### src/rtl/ext_irq_pkg.sv
package ext_irq_pkg;
  // field index inside the shared control word; position is decoded by software
  localparam int unsigned FLD_POL   = 0;
  localparam int unsigned FLD_PEND  = 1;
  localparam int unsigned FLD_CLR   = 2;
  localparam int unsigned FLD_EN    = 3;
  localparam int unsigned FLD_ANY   = 4;
  localparam int unsigned FLD_LEVEL = 5;
  localparam int unsigned NUM_FLDS  = 6;

  typedef struct packed {
    logic level;  // 1: level sensitive
    logic pol;    // level: 1 high active; edge: 1 falling
    logic any;    // edge mode: both transitions
  } trig_cfg_t;
endpackage

### src/rtl/ext_irq_sync.sv
module ext_irq_sync #(
  parameter int unsigned WIDTH   = 4,
  parameter logic        IDLE_LV = 1'b1
) (
  input  logic             clk,
  input  logic             rst_n,
  input  logic [WIDTH-1:0] async_in,
  output logic [WIDTH-1:0] sync_out
);
  logic [WIDTH-1:0] stage1_q;
  logic [WIDTH-1:0] stage2_q;

  always_ff @(posedge clk or negedge rst_n) begin
    if (!rst_n) begin
      stage1_q <= {WIDTH{IDLE_LV}};
      stage2_q <= {WIDTH{IDLE_LV}};
    end else begin
      stage1_q <= async_in;
      stage2_q <= stage1_q;
    end
  end

  assign sync_out = stage2_q;
endmodule

### src/rtl/ext_irq_pin.sv
module ext_irq_pin
  import ext_irq_pkg::*;
#(
  parameter logic IDLE_LV = 1'b1
) (
  input  logic      clk,
  input  logic      rst_n,
  input  logic      samp,
  input  trig_cfg_t cfg,
  input  logic      clr,
  output logic      pend
);
  logic prev_q;
  logic pend_q;
  logic pend_d;
  logic hit;

  always_comb begin
    if (cfg.level) begin
      hit = (samp == cfg.pol);
    end else if (cfg.any) begin
      hit = (samp != prev_q);
    end else if (cfg.pol) begin
      hit = prev_q & ~samp;
    end else begin
      hit = samp & ~prev_q;
    end
  end

  always_comb begin
    if (clr) begin
      pend_d = 1'b0;
    end else begin
      pend_d = pend_q | hit;
    end
  end

  always_ff @(posedge clk or negedge rst_n) begin
    if (!rst_n) begin
      prev_q <= IDLE_LV;
      pend_q <= 1'b0;
    end else begin
      prev_q <= samp;
      pend_q <= pend_d;
    end
  end

  assign pend = pend_q;


  clear_wins_chk: assert property (@(posedge clk) disable iff (!rst_n)
    clr |=> !pend);


  edge_hold_chk: assert property (@(posedge clk) disable iff (!rst_n)
    (!cfg.level && pend && !clr) |=> pend);


  level_set_chk: assert property (@(posedge clk) disable iff (!rst_n)
    (cfg.level && (samp == cfg.pol) && !clr) |=> pend);
endmodule

### src/rtl/ext_irq_ctrl.sv
module ext_irq_ctrl
  import ext_irq_pkg::*;
#(
  parameter int unsigned NUM_PINS = 4,
  parameter int unsigned FIELD_W  = 4,
  parameter int unsigned REG_W    = 32
) (
  input  logic                clk,
  input  logic                rst_n,
  input  logic [NUM_PINS-1:0] ext_pin,
  input  logic                wr_en,
  input  logic [REG_W-1:0]    wr_data,
  output logic [REG_W-1:0]    rd_data,
  output logic [NUM_PINS-1:0] irq_out
);
  localparam int unsigned POL_LSB   = FLD_POL   * FIELD_W;
  localparam int unsigned PEND_LSB  = FLD_PEND  * FIELD_W;
  localparam int unsigned CLR_LSB   = FLD_CLR   * FIELD_W;
  localparam int unsigned EN_LSB    = FLD_EN    * FIELD_W;
  localparam int unsigned ANY_LSB   = FLD_ANY   * FIELD_W;
  localparam int unsigned LEVEL_LSB = FLD_LEVEL * FIELD_W;

  logic [NUM_PINS-1:0] pol_q,   pol_d;
  logic [NUM_PINS-1:0] en_q,    en_d;
  logic [NUM_PINS-1:0] any_q,   any_d;
  logic [NUM_PINS-1:0] level_q, level_d;
  logic [NUM_PINS-1:0] clr_pulse;
  logic [NUM_PINS-1:0] pin_sync;
  logic [NUM_PINS-1:0] pend;

  wire unused_wr_bits = ^wr_data;

  always_comb begin
    pol_d   = pol_q;
    en_d    = en_q;
    any_d   = any_q;
    level_d = level_q;
    if (wr_en) begin
      pol_d   = wr_data[POL_LSB   +: NUM_PINS];
      en_d    = wr_data[EN_LSB    +: NUM_PINS];
      any_d   = wr_data[ANY_LSB   +: NUM_PINS];
      level_d = wr_data[LEVEL_LSB +: NUM_PINS];
    end
  end

  assign clr_pulse = wr_en ? wr_data[CLR_LSB +: NUM_PINS] : '0;

  always_ff @(posedge clk or negedge rst_n) begin
    if (!rst_n) begin
      pol_q   <= '0;
      en_q    <= '0;
      any_q   <= '0;
      level_q <= '1;
    end else begin
      pol_q   <= pol_d;
      en_q    <= en_d;
      any_q   <= any_d;
      level_q <= level_d;
    end
  end

  ext_irq_sync #(
    .WIDTH   (NUM_PINS),
    .IDLE_LV (1'b1)
  ) u_sync (
    .clk      (clk),
    .rst_n    (rst_n),
    .async_in (ext_pin),
    .sync_out (pin_sync)
  );

  for (genvar g = 0; g < NUM_PINS; g++) begin : g_pin
    trig_cfg_t cfg;
    assign cfg = '{level: level_q[g], pol: pol_q[g], any: any_q[g]};

    ext_irq_pin #(
      .IDLE_LV (1'b1)
    ) u_pin (
      .clk   (clk),
      .rst_n (rst_n),
      .samp  (pin_sync[g]),
      .cfg   (cfg),
      .clr   (clr_pulse[g]),
      .pend  (pend[g])
    );
  end

  always_comb begin
    rd_data = '0;
    rd_data[POL_LSB   +: NUM_PINS] = pol_q;
    rd_data[PEND_LSB  +: NUM_PINS] = pend;
    rd_data[EN_LSB    +: NUM_PINS] = en_q;
    rd_data[ANY_LSB   +: NUM_PINS] = any_q;
    rd_data[LEVEL_LSB +: NUM_PINS] = level_q;
  end

  assign irq_out = pend & en_q;


  cfg_hold_chk: assert property (@(posedge clk) disable iff (!rst_n)
    !wr_en |=> (rd_data[EN_LSB +: NUM_PINS] == $past(rd_data[EN_LSB +: NUM_PINS])));


  clr_field_zero_chk: assert property (@(posedge clk) disable iff (!rst_n)
    wr_en |=> (rd_data[CLR_LSB +: NUM_PINS] == '0));
endmodule

### config.mk
export PLATFORM = sky130hd
export DESIGN_NAME = ext_irq_ctrl
export DESIGN_NICKNAME = d
export VERILOG_FILES = /design/src/rtl/ext_irq_pkg.sv /design/src/rtl/ext_irq_sync.sv /design/src/rtl/ext_irq_pin.sv /design/src/rtl/ext_irq_ctrl.sv
export SDC_FILE = /design/constraint.sdc
export NUM_CORES = 1
export LEC_CHECK = 0
export BUFFER_PORTS_ARGS = -buffer_cell sky130_fd_sc_hd__buf_2
export CAP_MARGIN = 40
export CORE_UTILIZATION = 42
export DETAILED_ROUTE_END_ITERATION = 16
export PLACE_DENSITY = 0.74
export SLEW_MARGIN = 30
export SYNTH_ARGS = -nofsm -noshare
export SYNTH_HDL_FRONTEND = slang
export SYNTH_SLANG_ARGS = --single-unit
### constraint.sdc
create_clock -name clk -period 2.9 [get_ports clk]
set_input_delay 0.58 -clock clk [delete_from_list [all_inputs] [get_ports clk]]
set_output_delay 0.58 -clock clk [all_outputs]
set_load 0.01 [all_outputs]
==> results of run 1 <==
[worst max path at each step]
stage / startpoint / to / slack, ns / depth (start not counted)
6_report: level_q[2]$_DFFE_PN1P_ / rd_data[22] / 1.30 / 1
4_1_cts: level_q[1]$_DFFE_PN1P_ / rd_data[21] / 1.28 / 1
3_3_place_gp: wr_en / en_q[0]$_DFFE_PN0P_ / 1.41 / 2
5_1_grt: level_q[3]$_DFFE_PN1P_ / rd_data[23] / 1.24 / 1
3_5_place_dp: wr_en / any_q[2]$_DFFE_PN0P_ / 1.39 / 2
2_1_floorplan: g_pin[0].u_pin.prev_q$_DFF_PN1_ / g_pin[0].u_pin.pend$_DFF_PN0_ / 1.62 / 5
[cell usage after synthesis, drive strengths merged]
cell / count
buf: 18
dfrtp: 16
inv: 8
o21ai: 8
a221oi: 4
conb: 1
ha: 8
dfstp: 16
and2: 8
a21oi: 4
xnor2: 4
mux2: 20
[registers in the layout (all words and copies together), names as in the netlist]
name and flops:
any_q 4, en_q 4, g_pin.u_pin.pend 4, g_pin.u_pin.prev_q 4, level_q 4, pol_q 4, u_sync.stage1_q 4, u_sync.sync_out 4
[layout make-up]
cell class	instances	share of cell area, %
Tap cell	46	3.244
Multi-Input combinational cell	68	31.03
Sequential cell	32	46.26
Timing Repair Buffer	50	14.10
Clock buffer	7	3.667
Inverter	8	1.693
[worst reg2reg max path, delay by kind of cell (launching register included)]
kind | cells | cell delay, ns
fa+ha+maj | 1 | 0.29
flops | 1 | 0.54
buf+inv | 1 | 0.04
compound gates | 3 | 0.43
[metrics by stage]
stage | setup slack [ns] | instances | util (%) | hold WS, ns
after CTS | 1.275 | 211 | 52.34 | 0.2923
after global routing | 1.241 | 211 | 52.34 | 0.3171
after detailed placement | 1.388 | 204 | 50.42 | 0.3468
after floorplan | 1.621 | 126 | - | 0.2844
after global placement | 1.410 | 204 | 50.42 | 0.3459
final | 1.302 | 211 | 52.34 | 0.2921
[power by group through the flow]
stage / registers [mW] / logic, mW / clock network (mW)
CTS: 0.536 / 0.177 / 0.287
detailed placement: 0.543 / 0.177 / 0
finish: 0.535 / 0.174 / 0.272
global placement: 0.540 / 0.172 / 0
floorplan: 0.547 / 0.119 / 0
global route: 0.543 / 0.198 / 0.306
[metal layers]
layer | up-vias | share of wire (%) | global-route usage (%)
met1 | 448 | 41 | 15.42
met5 | - | 0 | 0
li1 | 465 | - | -
met3 | 5 | 7.2 | 4.348
met2 | 49 | 49 | 23.04
met4 | 0 | 2.3 | 9.524
[kinds of logic (layout without fill, tap and decap cells)]
logic type,Yosys count,in the layout,share of synthesized area (%)
buffers and inverters,26,65,11.49
multiplexers,20,20,14.99
adder cells (fa/ha/maj),8,8,6.661
flip-flops,32,32,54.62
AND/OR/NAND/NOR,8,8,3.331
other,1,12,0.2496
AO/OA/AOI/OAI,16,16,6.328
XOR/XNOR,4,4,2.331
==> flow_summary.yaml, run 1 <==
status:
  status: "finished clean"
placement:
  port-buffer-count: 50
  place_area_um2: 1709
  routabilityCongestion: 0.6520
  post-dp-hpwl_um: 1722
clock_tree:
  clock_sink_count: 32
  cts_resized: 0
  htreeDepth: 2
  cts_setup_buffers: 0
  cts_hold_buffers: 0
  numCtsBuffers: 5
  clk_pin_slew_ns: 0.09
  cts.path.max_buffers: 2
  cts_tree: "built"
  clockRootBuffer: "clkbuf_4"
  worstSkewPairLatency_ns: 0.32
logic_synthesis:
  synth_top_cell_by_area: "dfstp_2"
  syn_inst: 115
  synth.top_cells.by_area: "dfstp_2 28%, dfrtp_1 27%, mux2_2 15%"
  synth.distinct_cells: 13
  synth_top_area_share_pct: 27.98
  syn_avg_cell_area_um2: 13.07
  synth-seq-cells: 32
  yosysSeqAreaShare_pct: 54.62
  synth_warnings: 0
  netlist_area_um2: 1503
route:
  wl_um: 2293
  drt-pass1-iter-count: 3
  wire_per_inst_um: 10.87
  drtIter0Drc: 14
  via_per_inst: 4.583
  drc: 0
  vias: 967
  ant_nets: 0
power:
  p_int_uw: 727.0
  power_frac_seq_pct: 54.5
  power_frac_comb_pct: 17.7
  totalPowerFinal_uw: 980.6
  p_switching_uw: 253.6
  clkPwrFrac_pct: 27.7
  leakage_nw: 0.8654
  swShare_pct: 25.86
  ir_drop_mv: 0.3139
  power_density_nw_per_um2: 552.7
worst_setup_path:
  critPathLaunchType: "register"
  critPathTopFamily: "flip-flops"
  path_buf_inv: 1
  timing.rr.end: "g_pin[3].u_pin.pend$_DFF_PN0_"
  slowest_delay_ns: 0.57
  cp-end-kind: "primary output"
  worstPathArrival_ns: 1.02
  rrSetupSlack_ns: 1.53
  cp_max_fo: 4
  crit_slowest_cell: "dfstp_2"
  critical_path_class: "reg2out"
  cp_data_required_time_ns: 2.32
  r2r_start: "g_pin[3].u_pin.prev_q$_DFF_PN1_"
  cp_cell_sequence: "buf_2"
  worstRegToRegCells: 5
finish:
  antennaDiodeCount: 0
  layout-drive-gt1-share_pct: 56.36
  area_growth_pct: 18.07
  multi_input_area_um2: 550.5
  regArea_um2: 820.8
  fin_nets: 212
  layout_common_cells: "50 x buf_2, 20 x mux2_2, 16 x dfrtp_1, 16 x dfstp_2, 12 x conb_1"
  final_common_cell: "buf_2"
  final_cell_area_um2: 1774
  n_fill_cell: 315
global_routing:
  grt_antenna_before_repair: 0
  grt_max_degree: 33
  grt_pass1_wl_um: 3650
  grt_pass1_vias: 854
  overflow: 0
  grt_usage_pct: 13.96
timing:
  slew_headroom_pct: 54.65
  fin_worst_skew_ns: 0.001502
  post-route-period-util_pct: 55.09
  finalHoldViolCount: 0
  finalSetupViolCount: 0
  rsz0062_at_grt: "no"
  slew_viol_final: 0
  max_slew.worst_pin.slew_ns: 0.6803
  max_freq_mhz: 625.9
  finalSetupTns_ns: 0
  period_needed_ns: 1.598
hold_path:
  min-delay-path-class: "in2async"
die:
  dieArea_um2: 3821
  rows: 21
  io_pins: 75
  die_y_um: 61.82
  start_util_pct: 44.33
  die_x_um: 61.82
  core-area_um2: 3390
flow_run:
  maxCapViolations: 0
Note: power is estimated with default switching activity, not from simulation.
==> run 2: changes to the inputs <==
CORE_UTILIZATION = 41   (was 42)
PLACE_DENSITY = 0.76   (was 0.74)
clock period = 1.3 ns   (was 2.9 ns; I/O delays follow)
==> run 2 against run 1 <==
Net effect:
- the flow now finishes with violations (setup timing)
- combinational power grew to 3.2 times the previous value
- register-to-register slack lost 1.6 ns
- clock-buffer cell count grew 1
- sequential share of layout area shrank 6.9 points
- wire length grew 30%
- cell count grew 9.5%
- setup slack lost 1.4 ns
- non-clock buffer count grew 19
==> flow_summary.yaml, run 2 (synthesis results as in run 1) <==
timing:
  max_slew.worst_pin.slew_ns: 0.5479
  finalHoldViolCount: 0
  finalSetupViolCount: 4
  slew_headroom_pct: 63.47
  setup_ws_ns: -0.07840
  post-route-period-util_pct: 106.0
  slew_viol_final: 0
  rsz0062_at_grt: "yes"
  fin_worst_skew_ns: 0.002648
  max_freq_mhz: 725.5
  period_needed_ns: 1.378
  finalSetupTns_ns: -0.2069
  holdWs_ns: 0.02130
worst_setup_path:
  crit_slowest_cell: "dfstp_2"
  worstPathArrival_ns: 1.59
  rrSetupSlack_ns: -0.08
  cp_data_required_time_ns: 1.52
  cp-end-kind: "register"
  path_buf_inv: 1
  cp_cell_sequence: "inv_2 -> ha_2 -> mux2_4 -> o21ai_2 -> o21ai_1"
  timing.rr.end: "g_pin[2].u_pin.pend$_DFF_PN0_"
  critPathTopFamily: "flip-flops"
  critical_path_class: "reg2reg"
  worstRegToRegCells: 5
  cp_max_fo: 3
  slowest_delay_ns: 0.59
  r2r_start: "u_sync.sync_out[2]$_DFF_PN1_"
  critPathLaunchType: "register"
finish:
  area_growth_pct: 39.13
  multi_input_area_um2: 695.7
  final_cell_area_um2: 2091
  n_fill_cell: 290
  fin_cells: 231
  antennaDiodeCount: 0
  regArea_um2: 822.0
  layout-drive-gt1-share_pct: 70.81
  layout_common_cells: "47 x buf_2, 17 x buf_4, 16 x mux2_2, 16 x dfstp_2, 15 x dfrtp_1"
  fin_nets: 231
  final_common_cell: "buf_2"
clock_tree:
  clockRootBuffer: "clkbuf_4"
  numCtsBuffers: 5
  cts_tree: "built"
  worstSkewPairLatency_ns: 0.32
  clock_sink_count: 32
  cts.path.max_buffers: 2
  htreeDepth: 2
  clk_pin_slew_ns: 0.09
die:
  die_y_um: 62.54
  dieArea_um2: 3911
  rows: 21
  core-area_um2: 3416
  die_x_um: 62.54
  io_pins: 75
  start_util_pct: 43.99
power:
  ir_drop_mv: 0.6418
  leakage_nw: 0.9807
  power_density_nw_per_um2: 1126
placement:
  place_area_um2: 1744
  dp.cells: 207
  post-dp-hpwl_um: 1898
  port-buffer-count: 50
  routabilityCongestion: 0.6614
hold_path:
  holdPathStages: 1
  whs_endpoint: "u_sync.stage1_q[1]$_DFF_PN1_"
  hold_path.startpoint: "ext_pin[1]"
  min-delay-path-class: "in2reg"
route:
  wl_um: 2981
  drc: 0
  via_per_inst: 4.550
  vias: 1051
  wire_per_inst_um: 12.90
  drtIter0Drc: 31
  drt-pass1-iter-count: 4
  ant_nets: 0
status:
  violations: "setup timing"
  status: "finished with violations"
global_routing:
  grt_antenna_before_repair: 0
  grt_pass1_vias: 1054
  overflow: 0
  grt_usage_pct: 15.72
  grt_pass1_wl_um: 4636
  grt_max_degree: 25
flow_run:
  maxCapViolations: 0
-- run 2: layer usage --
| metal | GRT usage [%] | routed length (um) | vias to the layer above |
|---|---|---|---|
| met4 | 6.977 | 51 | 0 |
| met1 | 17.30 | 1151 | 502 |
| met3 | 5.109 | 177 | 5 |
| li1 | - | - | 494 |
| met2 | 27.45 | 1601 | 50 |
| met5 | 0 | 0 | - |
-- run 2: worst max-delay path by stage --
| stage | start | endpoint | slack [ns] | cells after the start |
|---|---|---|---|---|
| CTS | u_sync.sync_out[0]$_DFF_PN1_ | g_pin[0].u_pin.pend$_DFF_PN0_ | -0.04 | 5 |
| global placement | g_pin[2].u_pin.prev_q$_DFF_PN1_ | g_pin[2].u_pin.pend$_DFF_PN0_ | -0.02 | 5 |
| detailed placement | g_pin[2].u_pin.prev_q$_DFF_PN1_ | g_pin[2].u_pin.pend$_DFF_PN0_ | -0.07 | 5 |
| finish | u_sync.sync_out[2]$_DFF_PN1_ | g_pin[2].u_pin.pend$_DFF_PN0_ | -0.08 | 5 |
| global route | u_sync.sync_out[2]$_DFF_PN1_ | g_pin[2].u_pin.pend$_DFF_PN0_ | -0.11 | 5 |
| floorplan | g_pin[0].u_pin.prev_q$_DFF_PN1_ | g_pin[0].u_pin.pend$_DFF_PN0_ | 0.02 | 5 |
-- run 2: what timing repair did --
| item | 4_1_cts | 5_1_grt |
|---|---|---|
| endpoints found under the hold margin | 8 | 0 |
| gates resized for setup | 18 | 14 |
| pin swaps | 6 | 8 |
| endpoints found under the setup margin | 6 | 11 |
| hold buffers | 1 | 0 |
| buffers inserted | 8 | 7 |
| gates cloned | 0 | 0 |
-- run 2: cell type report --
cell class / count / share of cell area [%]
tap: 46 / 2.753
multi-input combinational: 68 / 33.27
inverter: 8 / 1.436
sequential: 32 / 39.32
clock buffer: 8 / 2.813
timing repair buffer: 69 / 20.41
-- run 2: worst reg2reg max path, delay by kind of cell, from the launching register on --
| family | cells | cell delay, ns |
|---|---|---|
| AO/OA/AOI/OAI | 2 | 0.22 |
| flip-flops | 1 | 0.59 |
| multiplexers | 1 | 0.27 |
| buffers and inverters | 1 | 0.04 |
| adder cells (fa/ha/maj) | 1 | 0.16 |
-- run 2: where the power goes --
group	internal, mW	total, mW	switching, mW
registers	1.11	1.21	0.0905
logic	0.316	0.565	0.249
clock network	0.267	0.584	0.318
total	1.70	2.35	0.658
-- run 2: metrics by stage --
stage                     worst slack [ns]  power, mW  utilization, %
after floorplan                    0.02113      1.486               -
after global placement            -0.02276      1.602           51.06
after detailed placement          -0.07094      1.625           51.06
after CTS                         -0.04428      2.286           57.51
after global routing               -0.1062      2.486           61.21
final                             -0.07840      2.354           61.21
